## src/rtl/spid_pkg.sv

```systemverilog
package spid_pkg;
  // Synchronised pin bundle; order fixes the reset vector layout.
  typedef struct packed {
    logic csn;
    logic sclk;
    logic mosi;
  } spid_pins_t;

  localparam spid_pins_t SPID_PINS_IDLE = '{csn: 1'b1, sclk: 1'b1, mosi: 1'b0};
endpackage

```

## src/rtl/spid_sync.sv

```systemverilog
module spid_sync #(
  parameter int W      = 3,
  parameter int STAGES = 2,
  parameter logic [W-1:0] RST_VAL = '0
) (
  input  logic         clk,
  input  logic         rst,
  input  logic [W-1:0] din,
  output logic [W-1:0] dout
);
  logic [W-1:0] stg [STAGES];

  for (genvar s = 0; s < STAGES; s++) begin : g_stage
    if (s == 0) begin : g_first
      always_ff @(posedge clk) begin
        if (rst) stg[s] <= RST_VAL;
        else     stg[s] <= din;
      end
    end else begin : g_next
      always_ff @(posedge clk) begin
        if (rst) stg[s] <= RST_VAL;
        else     stg[s] <= stg[s-1];
      end
    end
  end

  assign dout = stg[STAGES-1];
endmodule

```

## src/rtl/spid_bitcnt.sv

```systemverilog
module spid_bitcnt #(
  parameter int FRAME_W = 24,
  localparam int CNT_W  = $clog2(FRAME_W)
) (
  input  logic clk,
  input  logic rst,
  input  logic clr_i,
  input  logic step_i,
  output logic whole_o
);
  logic [CNT_W-1:0] cnt;
  logic             full;

  always_ff @(posedge clk) begin
    if (rst || clr_i) begin
      cnt  <= '0;
      full <= 1'b0;
    end else if (step_i) begin
      if (cnt == CNT_W'(FRAME_W - 1)) begin
        cnt  <= '0;
        full <= 1'b1;
      end else begin
        cnt <= cnt + 1'b1;
      end
    end
  end

  assign whole_o = full && (cnt == '0);
endmodule

```

## src/rtl/spid_core.sv

```systemverilog
module spid_core #(
  parameter int FRAME_W     = 24,
  parameter int CMD_W       = 4,
  parameter int ADDR_W      = 4,
  parameter int SYNC_STAGES = 2,
  parameter logic [CMD_W-1:0] RB_CMD = 4'h9,
  localparam int DATA_W = FRAME_W - CMD_W - ADDR_W
) (
  input  logic               clk,
  input  logic               rst,
  input  logic               spi_sclk_i,
  input  logic               spi_csn_i,
  input  logic               spi_mosi_i,
  output logic               spi_sdo_o,
  output logic               spi_sdo_oe_o,
  output logic [FRAME_W-1:0] frame_o,
  output logic               frame_vld_o,
  output logic               rd_req_o,
  output logic [ADDR_W-1:0]  rd_addr_o,
  input  logic [DATA_W-1:0]  rd_data_i
);
  import spid_pkg::*;

  localparam int PW     = $bits(spid_pins_t);
  localparam int MSB    = FRAME_W - 1;
  localparam int HDR_W  = CMD_W + ADDR_W;

  spid_pins_t    raw, syn;
  logic [PW-1:0] syn_vec;

  assign raw = '{csn: spi_csn_i, sclk: spi_sclk_i, mosi: spi_mosi_i};

  spid_sync #(.W(PW), .STAGES(SYNC_STAGES), .RST_VAL(SPID_PINS_IDLE)) u_sync (
    .clk (clk),
    .rst (rst),
    .din (raw),
    .dout(syn_vec)
  );
  assign syn = spid_pins_t'(syn_vec);

  // Edge pulses from the synchronised levels.
  logic csn_d, sclk_d;
  logic csn_fall, csn_rise, sclk_fall, sclk_rise;

  always_ff @(posedge clk) begin
    if (rst) begin
      csn_d  <= 1'b1;
      sclk_d <= 1'b1;
    end else begin
      csn_d  <= syn.csn;
      sclk_d <= syn.sclk;
    end
  end

  assign csn_fall  =  csn_d & ~syn.csn;
  assign csn_rise  = ~csn_d &  syn.csn;
  assign sclk_fall =  sclk_d & ~syn.sclk & ~syn.csn;
  assign sclk_rise = ~sclk_d &  syn.sclk & ~syn.csn;

  logic whole;

  spid_bitcnt #(.FRAME_W(FRAME_W)) u_cnt (
    .clk    (clk),
    .rst    (rst),
    .clr_i  (csn_fall),
    .step_i (sclk_fall),
    .whole_o(whole)
  );

  // tx: shift register used for capture and chained output.
  // hold: word shifted out at the start of the next frame.
  logic [MSB:0] tx, hold;
  logic         rb_cap;

  always_ff @(posedge clk) begin
    if (rst) begin
      tx           <= '0;
      hold         <= '0;
      spi_sdo_o    <= 1'b0;
      spi_sdo_oe_o <= 1'b0;
      frame_o      <= '0;
      frame_vld_o  <= 1'b0;
      rd_req_o     <= 1'b0;
      rd_addr_o    <= '0;
      rb_cap       <= 1'b0;
    end else begin
      frame_vld_o <= 1'b0;
      rd_req_o    <= 1'b0;
      rb_cap      <= rd_req_o;

      if (rb_cap)
        hold <= {frame_o[MSB -: HDR_W], rd_data_i};

      if (csn_fall) begin
        tx           <= hold;
        spi_sdo_o    <= hold[MSB];
        spi_sdo_oe_o <= 1'b1;
      end else if (sclk_fall) begin
        tx <= {tx[MSB-1:0], syn.mosi};
      end else if (sclk_rise) begin
        spi_sdo_o <= tx[MSB];
      end

      if (csn_rise) begin
        spi_sdo_oe_o <= 1'b0;
        if (whole) begin
          frame_o     <= tx;
          frame_vld_o <= 1'b1;
          hold        <= tx;
          if (tx[MSB -: CMD_W] == RB_CMD) begin
            rd_req_o  <= 1'b1;
            rd_addr_o <= tx[MSB-CMD_W -: ADDR_W];
          end
        end
      end
    end
  end
endmodule

```

## config.mk

```make
export PLATFORM = sky130hd
export DESIGN_NAME = spid_core
export DESIGN_NICKNAME = d
export VERILOG_FILES = /design/src/rtl/spid_pkg.sv /design/src/rtl/spid_sync.sv /design/src/rtl/spid_bitcnt.sv /design/src/rtl/spid_core.sv
export SDC_FILE = /design/constraint.sdc
export NUM_CORES = 1
export LEC_CHECK = 0
export CORE_MARGIN = 8
export CORE_UTILIZATION = 35
export DETAILED_ROUTE_END_ITERATION = 8
export PLACE_DENSITY = 0.56
export SYNTH_ARGS = -nofsm -noshare
export SYNTH_HDL_FRONTEND = slang
export SYNTH_SLANG_ARGS = --single-unit
```

## constraint.sdc

```tcl
create_clock -name clk -period 2.5 [get_ports clk]
set_input_delay 0.25 -clock clk [delete_from_list [all_inputs] [get_ports clk]]
set_output_delay 0.25 -clock clk [all_outputs]
set_load 0.03 [all_outputs]
```

# Yosys cells after proc, flatten, opt, wreduce, memory -nomap -nowiden

Memories as Yosys holds them, arrays and structs flattened.
Cells that the tools add are included.
W data, S select, Z words.

Register bits: 89
Bits in writable memories: 6
Bits of input ports: 21
Word-level logic and storage cells: 60
Memories kept: 1

$add $sub $neg: 1
Equal/unequal tests: 3
Mux-type cells: 16
Bitwise gates (word level): 14
Reduce and logical (&&, ||, !) cells: 12

Memory list:

| memory     | depth | bits a word | read ports | clocked after memory_dff | wr ports | line            | RTL |
|---|---|---|---|---|---|---|---|
| u_sync.stg | 2     | 3           | 2          | 0                        | 2        | spid_sync.sv:11 | `logic [W-1:0] stg [STAGES];` |

Operator list:

| kind                  | count |
|---|---|
| $mux W24              | 5 |
| $mux W1               | 8 |
| $and A1 B1 Y1         | 6 |
| $mux W3               | 2 |
| $not A1 Y1            | 6 |
| $reduce_and A2 Y1     | 3 |
| $add A5 B1 Y5 const B | 1 |
| $eq A5 B5 Y1 const B  | 1 |
| $logic_not A5 Y1      | 1 |
| $mux W5               | 1 |
| $eq A4 B4 Y1 const B  | 1 |
| $reduce_bool A2 Y1    | 2 |
| $reduce_or A2 Y1      | 2 |
| $reduce_and A3 Y1     | 1 |
| $reduce_or A3 Y1      | 1 |
| $ne A2 B1 Y1 const B  | 1 |
| $or A1 B1 Y1          | 2 |
| $logic_and A1 B1 Y1   | 1 |
| $logic_or A1 B1 Y1    | 1 |

# Depth between registers and ports, before layout

Gate-level depths: netlist (run 1).

Word-level depth: 6
Mapped depth: 7

# Modules after synthesis

Synthesis (run 1) repeated with hierarchy kept, for this count alone.

Cells, all modules: 386
Area, all modules: 3729.8 µm²

Modules (own cells, without submodules):

| module      | instances | cells each | area each (µm²) | seq. area each (µm²) |
|---|---|---|---|---|
| spid_core   | 1         | 343        | 3285.7          | 1661.6 |
| spid_bitcnt | 1         | 31         | 286.5           | 120.1 |
| spid_sync   | 1         | 12         | 157.7           | 120.1 |

# Worst setup path before layout (run 1)

OpenSTA, ideal clock, no wires.

Kind: reg2reg
Start: reg rb_cap
End: reg hold[7]
Setup time: 0.143 ns
Arrival: 1.270 ns
Slack: 1.087 ns
Stages on the path, launching flop included: 6
Clock period less this slack: 1.413 ns
Cells stage by stage: dfxtp_1 -> buf_2 -> clkbuf_1 -> mux2_2 -> nand2_1 -> a21oi_2

Cells in the longest elaborated chain, start to end: 3

Ends and longest elaborated chain:

| what                   | line             | RTL |
|---|---|---|
| from (decl)            | spid_core.sv:73  | `logic rb_cap;` |
| from (signal assigned) | spid_core.sv:89  | `rb_cap <= rd_req_o;` |
| $mux W24 *             | spid_core.sv:91  | `if (rb_cap)` |
| $mux W24               | spid_core.sv:106 | `if (whole) begin` |
| $mux W24 *             | spid_core.sv:104 | `if (csn_rise) begin` |
| to (signal assigned)   | spid_core.sv:92  | `hold <= {frame_o[MSB -: HDR_W], rd_data_i};` |
| to (signal assigned)   | spid_core.sv:109 | `hold <= tx;` |
| to (decl)              | spid_core.sv:72  | `logic [MSB:0] tx, hold;` |

Mark *: on every way between the ends. The rest lies on a longest branch, timed or not.
A chain may end at the register's enable or synchronous reset.

==> impl_metrics.ini, run 1 <==
[cells_and_area]
num-nets-final = 453
stdcell_count = 578
num_antenna_cells = 0
area_delta_synth_final_pct = 22.6
drive_gt1_frac = 0.253
fin_util = 0.433
post-route-cell-area_um2 = 4860

[drt]
drc_errors = 0
wl_mm = 8.54
vias = 2842
antenna_left = 0
wl_per_cell_um = 14.8
via_per_inst = 4.92
drt_iter0_markers = 104
dr.pass1.iters = 4

[setup_path]
critical_path_buf_inv_count = 1
criticalPathCategory = flip-flop to flip-flop
crit_path_end = hold[23]
critPathSlowestCell = and3_2
end_kind = flip-flop
r2r_end = hold[23]
worst-endpoint-required_ps = 2770
timing.rr.start = u_sync.stg[1][2]
crit_start = u_sync.stg[1][2]
crit_chain = nor2b_1 > and3_2 > buf_12 > nand2_1 > a21oi_1
start_kind = flip-flop
crit_arrival_ps = 2160
cp_num_cells = 5
r2r_slack_ps = 610
cp_max_fo = 19
reg2reg_depth = 5
path_delay_family = simple AND/OR/NAND/NOR gates
max_stage_delay_ps = 500

[global_route]
grt_use_total = 0.120
grt_pass1_wl_mm = 14.1
overflow = 0
grt_pass1_vias = 2740
antenna_found_initial = 0
grt_max_degree = 50

[place]
dp.cells = 562
dpl_cell_area_um2 = 4590
place_congestion = 0.770
io_buffers = 52
dp_hpwl_mm = 5.69

[job]
max-cap-violations = 0

[logic_synthesis]
synthMuxAreaShare = 0.0707
synthXorXnorAreaFrac = 0.00221
ys_seq_area_frac = 0.480
synth_cells = 385
yosys_most_used_dff = dfxtp_1
synth_nets = 408
syn-cell-area_um2 = 3960
yosys_warnings = 0
ys_ff_latch = 95
yosysTopAreaCellShare = 0.480
synth_top_family_by_area = compound AO/OA/AOI/OAI gates
yosys.area_share.simple = 0.179
synth_compound_area_frac = 0.221
synth_edf_count = 0
yosysTopAreaCell = dfxtp_1
async_reset_ff_frac = 0
yosysMostFrequentCell = dfxtp_1
yosysUniqueCellTypes = 37
syn_area_per_cell_um2 = 10.3
synth_common_cells = 95 x dfxtp_1, 61 x nand2_1, 40 x a21oi_2, 24 x a21o_1, 24 x a22o_1
synthAdderAreaFrac = 0.00632
yosys-top-cells-area = dfxtp_1 48%, a21oi_2 8.8%, nand2_1 5.8%, nand2_4 5.7%, a22o_1 5.3%

[worst_hold_path]
hp-class = primary input to flip-flop

[sta]
fin_hold_ws_ps = 218
worstMarginPinSlew_ps = 1040
fin_tns_setup_ps = 0
maxSlewViolCount = 0
setup_viol = 0
rsz0062_at_grt = false
finalHoldViolations = 0
finClkSkew_ps = 11.0
max_freq_ghz = 0.529
finalCritPeriodShare = 0.756
period_needed_ps = 1890
max_slew_margin = 0.303

[clock_tree]
numCtsBuffers = 9
cts.root.buffer_cell = clkbuf_16
cts_tree = done
cts_resized = 0
clk-insertion-delay-late_ps = 340
path_clk_slew_ps = 70
post_cts_buffers = 0
cts-hold-fix-buffers = 0
cts_num_sinks = 95
clockBufferDepth = 2
htreeDepth = 3

[die]
die_h_um = 122
pin_count = 53
start_util = 0.353
die_w_um = 122
dieArea_um2 = 15000
rows = 39
design.core.area_um2 = 11200

[power_and_ir_drop]
vdd_ir_drop_max_uv = 248
leakage_nw = 2.17
power_density_nw_per_um2 = 594

[outcome]
status = completed
## worst reg2reg max path: cells and delay by family, from the launching register on
family          cells  cell delay [ps]
flops               1              470
compound gates      1              140
simple gates        3              940
buf+inv             1              290
## stage by stage
stage               setup WS, ps  total power, W
global route                 447         0.00300
global placement             607         0.00165
finish                       611         0.00289
CTS                          577         0.00293
floorplan                   1090         0.00160
detailed placement           597         0.00165
## report_power, final
part           total (W)  switching [W]  internal (W)
combinational  0.0000858      0.0000473     0.0000385
sequential       0.00152     0.00000509       0.00152
clock            0.00128       0.000597      0.000680
## metal layers
metal,wire [um],global-route usage
met1,4080,0.154
met2,3810,0.179
met3,532,0.0414
met4,122,0.0480
met5,0,0
## logic make-up (layout without fill, tap and decap cells)
| logic type | Yosys count | in the layout |
|---|---|---|
| simple gates | 119 | 119 |
| mux | 25 | 25 |
| fa+ha+maj | 2 | 2 |
| flops | 95 | 95 |
| buf+inv | 29 | 79 |
| compound gates | 114 | 114 |
| xor+xnor | 1 | 1 |
## worst min path at each step
| stage | from | end | depth (start not counted) |
|---|---|---|---|
| final | rst | csn_d | 2 |
| after global routing | rst | csn_d | 2 |
| after CTS | rst | csn_d | 2 |
| after detailed placement | u_sync.stg[0][1] | u_sync.stg[1][1] | 1 |
| after global placement | u_sync.stg[0][1] | u_sync.stg[1][1] | 1 |
| after floorplan | spi_sclk_i | u_sync.stg[0][1] | 1 |
## flip-flops by register name, indices dropped and copies added (netlist names)
| signal | cells |
|---|---|
| spi_sdo_o | 1 |
| tx | 24 |
| hold | 24 |
| u_cnt.full | 1 |
| rb_cap | 1 |
| frame_vld_o | 1 |
| rd_addr_o | 4 |
| u_sync.stg | 6 |
| sclk_d | 1 |
| rd_req_o | 1 |
| frame_o | 24 |
| u_cnt.cnt | 5 |
| csn_d | 1 |
| spi_sdo_oe_o | 1 |
## placed cells by master (no fill, tap or decap), types with 6 or more instances in the layout
master and count:
nand2_4 20, mux2_2 15, a21oi_2 40, a21oi_1 22
clkdlybuf4s50_1 51, mux2_1 9, clkbuf_16 9, nand2_1 61
dfxtp_1 95, buf_4 6, a21o_1 24, a22o_1 24
## area by class of cell
class	instances	area (um2)
Fill cell	1105	6360
Timing Repair Buffer	59	581
Clock buffer	10	229
Multi-Input combinational cell	261	1910
Clock inverter	6	43.8
Tap cell	143	179
Sequential cell	95	1900
Inverter	4	15.0
(Power assumes the default switching activity.)
==> run 2: changes to the inputs <==
clock period = 2 ns   (was 2.5 ns; I/O delays follow)
==> run 2 against run 1 <==
Net effect: register-to-register slack got worse by 390 ps; flip-flop and latch count stayed put; setup slack worse by 390 ps; combinational power is 29% higher; non-clock buffer count rose by 3; routed wire length is 0.25% higher; final area is 1.5% higher; largest power group unchanged; highest routed layer unchanged.
==> impl_metrics.ini, run 2 (synthesized netlist as in run 1, its figures left out) <==
[sta]
rsz0062_at_grt = false
setup_viol = 0
finalHoldViolations = 0
finClkSkew_ps = 5.60
fin_tns_setup_ps = 0
period_needed_ps = 1780
finalCritPeriodShare = 0.891
max_freq_ghz = 0.561
maxSlewViolCount = 0
worstMarginPinSlew_ps = 1100
fin_hold_ws_ps = 346
max_slew_margin = 0.267

[drt]
via_per_inst = 4.84
drt_iter0_markers = 128
antenna_left = 0
vias = 2806
dr.pass1.iters = 4
drc_errors = 0
wl_per_cell_um = 14.8
wl_mm = 8.57

[clock_tree]
cts_tree = done
clockBufferDepth = 2
numCtsBuffers = 9
cts_num_sinks = 95
htreeDepth = 3
clk-insertion-delay-late_ps = 340
post_cts_buffers = 0
cts_resized = 0
path_clk_slew_ps = 60
cts.root.buffer_cell = clkbuf_16
cts-hold-fix-buffers = 0

[die]
design.core.area_um2 = 11200
pin_count = 53
rows = 39
die_h_um = 122
start_util = 0.353
die_w_um = 122
dieArea_um2 = 15000

[global_route]
antenna_found_initial = 0
grt_pass1_vias = 2727
grt.busiest_layer = met2
met1_usage = 0.152
grt.met3_usage = 0.0317
overflow = 0
use_met2 = 0.186
grt_use_total = 0.119
grt_pass1_wl_mm = 14.0
grt_max_degree = 50

[setup_path]
crit_arrival_ps = 2060
r2r_slack_ps = 220
crit_chain = nand2b_1 > nor2_2 > a22o_1 > a21o_1
max_stage_delay_ps = 850
worst-endpoint-required_ps = 2280
cp_max_fo = 24
critPathSlowestCell = nor2_2
start_kind = flip-flop
criticalPathCategory = flip-flop to flip-flop
end_kind = flip-flop

[cells_and_area]
num_antenna_cells = 0
register_area_um2 = 1900
multi_input_area_um2 = 1910
num-nets-final = 456
fillers = 1089
reg.largest.list = frame_o x24, hold x24, tx x24
stdcell_count = 580
final_common_cell = dfxtp_1
drive_gt1_frac = 0.256
final_cell_mix = 95 x dfxtp_1, 61 x nand2_1, 51 x clkdlybuf4s50_1, 40 x a21oi_2
area_delta_synth_final_pct = 24.4
post-route-cell-area_um2 = 4930

[power_and_ir_drop]
vdd_ir_drop_max_uv = 474
comb_power_share = 0.029
power.total_w = 0.00377
leakage_nw = 2.20
pwr-share-seq = 0.505
power_density_nw_per_um2 = 764
p_int_w = 0.00302
p_sw_w = 0.000750
swShare = 0.199
pwr-share-clk = 0.465

[place]
dp_hpwl_mm = 5.69
place_congestion = 0.754
dpl_cell_area_um2 = 4620
io_buffers = 52
dp.cells = 565

[job]
max-cap-violations = 0

[outcome]
status = completed

[worst_hold_path]
hp-class = primary input to flip-flop
run 2: cell count changes in the layout (fill, tap and decap cells not counted):
| cell | change |
|---|---|
| inv_6 | -2 |
| buf_4 | +2 |
| clkinv_2 | -2 |
| bufinv_16 | +1 |
| clkinvlp_4 | -1 |
| buf_12 | +1 |
| clkbuf_8 | +3 |
run 2: worst paths after layout:
check | startpoint | endpoint | cells after the start
setup reg to reg | u_sync.stg[1][2] | tx[11] | 4
setup / recovery | u_sync.stg[1][2] | tx[11] | 4
hold reg to reg | u_sync.stg[0][2] | u_sync.stg[1][2] | 1
hold / removal | rst | frame_o[22] | 3
run 2: metrics by stage:
step           utilization  worst slack [ps]
3_3_place_gp         0.412               284
5_1_grt              0.439              77.0
2_1_floorplan            -               587
4_1_cts              0.439               212
3_5_place_dp         0.412               228
6_report             0.439               218
run 2: cell type report:
cell class,instances,share of cell area
Inverter,4,0.00304
Clock buffer,13,0.0548
Timing Repair Buffer,62,0.125
Multi-Input combinational cell,261,0.387
Clock inverter,2,0.00787
Tap cell,143,0.0363
Sequential cell,95,0.386
run 2: per-layer routing:
layer | vias up | wire (um)
li1 | 1428 | -
met1 | 1319 | 4140
met2 | 50 | 3860
met3 | 9 | 421
met4 | 0 | 140
met5 | - | 0
run 2: power by group through the flow:
stage	registers [W]	clock network (W)	logic, W
floorplan	0.00195	0	0.0000508
global placement	0.00195	0	0.000113
detailed placement	0.00195	0	0.000113
CTS	0.00190	0.00180	0.000113
global route	0.00190	0.00188	0.000121
finish	0.00190	0.00175	0.000111
run 2: worst max-delay path: cells and delay by family, from the launching register on:
| family | cells | cell delay, ps |
|---|---|---|
| AOI/OAI and AO/OA | 2 | 370 |
| DFF | 1 | 320 |
| and+or+nand+nor | 2 | 1040 |
==> run 3: changes to the inputs <==
DONT_BUFFER_PORTS = 1   (was unset)
GPL_TIMING_DRIVEN = 0   (was unset)
PLACE_DENSITY = 0.5   (was 0.56)
==> run 3 against run 2 <==
Net effect: total power increased by 0.35%; final area decreased by 9.1%; count of clock-buffer cells in the layout decreased by 4; cell count decreased by 6.0%; sequential power about the same; clock power increased by 2%; non-clock buffer count decreased by 33; sequential share of layout area increased by 3.9 points; critical endpoint is now frame_o[19]; highest routed layer unchanged.
==> impl_metrics.ini, run 3 (synthesized netlist as in run 1, its figures left out) <==
[outcome]
status = completed

[cells_and_area]
final_cell_mix = 95 x dfxtp_1, 61 x nand2_1, 40 x a21oi_2, 24 x a22o_1, 24 x a21o_1
fillers = 1111
drive_gt1_frac = 0.269
num_antenna_cells = 0
num-nets-final = 423
final_common_cell = dfxtp_1
area_delta_synth_final_pct = 13.1
fin_util = 0.399
stdcell_count = 545
reg.largest.list = frame_o x24, hold x24, tx x24

[power_and_ir_drop]
power_density_nw_per_um2 = 843
leakage_nw = 2.05
vdd_ir_drop_max_uv = 481

[clock_tree]
htreeDepth = 3
clk-insertion-delay-late_ps = 350
cts_resized = 0
cts_num_sinks = 95
numCtsBuffers = 9
post_cts_buffers = 0
clockBufferDepth = 2
cts.root.buffer_cell = clkbuf_16
cts-hold-fix-buffers = 4
cts_tree = done
path_clk_slew_ps = 60

[setup_path]
cp_max_fo = 10
crit_chain = inv_1 > ha_1 > nand3_1 > clkbuf_1 > nand2_1 > a21oi_2
max_stage_delay_ps = 540
worst-endpoint-required_ps = 2270
crit_start = u_cnt.cnt[0]
criticalPathCategory = flip-flop to flip-flop
start_kind = flip-flop
cp_num_cells = 6
path_delay_family = buffers and inverters
end_kind = flip-flop
timing.rr.start = u_cnt.cnt[0]
critical_path_buf_inv_count = 2
reg2reg_depth = 6
critPathSlowestCell = clkbuf_1
crit_arrival_ps = 2000
r2r_end = frame_o[19]
crit_path_end = frame_o[19]
r2r_slack_ps = 260

[global_route]
grt_pass1_vias = 2835
overflow = 0
grt_max_degree = 15
antenna_found_initial = 0
grt_use_total = 0.133
grt_pass1_wl_mm = 15.1

[place]
io_buffers = 0
dp.cells = 528
place_congestion = 0.735
dp_hpwl_mm = 6.59

[worst_hold_path]
hp-class = primary input to flip-flop

[die]
start_util = 0.353
die_h_um = 122
rows = 39
die_w_um = 122
pin_count = 53
design.core.area_um2 = 11200
dieArea_um2 = 15000

[sta]
finalCritPeriodShare = 0.868
worstMarginPinSlew_ps = 800
rsz0062_at_grt = false
fin_tns_setup_ps = 0
finClkSkew_ps = 12.2
fin_hold_ws_ps = 132
finalHoldViolations = 0
setup_viol = 0
max_freq_ghz = 0.576
maxSlewViolCount = 0
period_needed_ps = 1740
max_slew_margin = 0.467

[job]
max-cap-violations = 0

[drt]
wl_per_cell_um = 17.2
dr.pass1.iters = 4
drc_errors = 0
via_per_inst = 4.93
antenna_left = 0
drt_iter0_markers = 146
vias = 2685
wl_mm = 9.40
-- run 3: cell count changes in the layout (fill, tap and decap cells not counted), sizes merged --
cell	previous run	this run
clkinv	1	2
bufinv	1	2
buf	11	12
dlygate4sd3	0	4
clkbuf	13	22
clkdlybuf4s50	51	0
-- run 3: final cells by class --
cell class              count  area, um2  area share
repair buffers              4       40.0     0.00894
inverters                   4       15.0     0.00335
clock buffers               9        225      0.0503
well taps                 143        179      0.0399
clock inverters             4       73.8      0.0165
multi-input cells         261       1900       0.424
plain buffers              25        144      0.0321
flip-flops and latches     95       1900       0.424
-- run 3: how the worst min path moves through the flow --
| stage | slack [ps] | cells after the start | end | start |
|---|---|---|---|---|
| floorplan | 300 | 1 | u_sync.stg[0][1] | spi_sclk_i |
| global placement | 310 | 1 | u_sync.stg[0][1] | spi_sclk_i |
| detailed placement | 310 | 1 | u_sync.stg[0][2] | spi_csn_i |
| CTS | 130 | 2 | tx[9] | rst |
| global route | 130 | 2 | tx[11] | rst |
| finish | 130 | 2 | tx[9] | rst |
-- run 3: metrics by stage --
step           power, W  area, um2  setup WS, ps
2_1_floorplan   0.00200       3960           587
3_3_place_gp    0.00202       4140           263
3_5_place_dp    0.00202       4140           244
4_1_cts         0.00383       4480           216
5_1_grt         0.00390       4480          86.5
6_report        0.00378       4480           263
-- run 3: report_power, final --
group	switching [W]	internal (W)	total, W
logic	0.0000586	0.0000197	0.0000783
clock network	0.000720	0.00107	0.00179
registers	0.00000748	0.00190	0.00191
total	0.000786	0.00299	0.00378
-- run 3: worst register-to-register path, stage by stage (launching register included) --
cell and delay, ps:
dfxtp_1 400, inv_1 70, ha_1 220, nand3_1 140, clkbuf_1 540, nand2_1 150
a21oi_2 150
-- run 3: per-layer routing --
layer  GRT usage  vias up  part of all wire
met3      0.0432        9             0.060
met2       0.215       47              0.47
li1            -     1360                 -
met4      0.0526        0             0.012
met1       0.162     1269              0.46
met5           0        -                 0
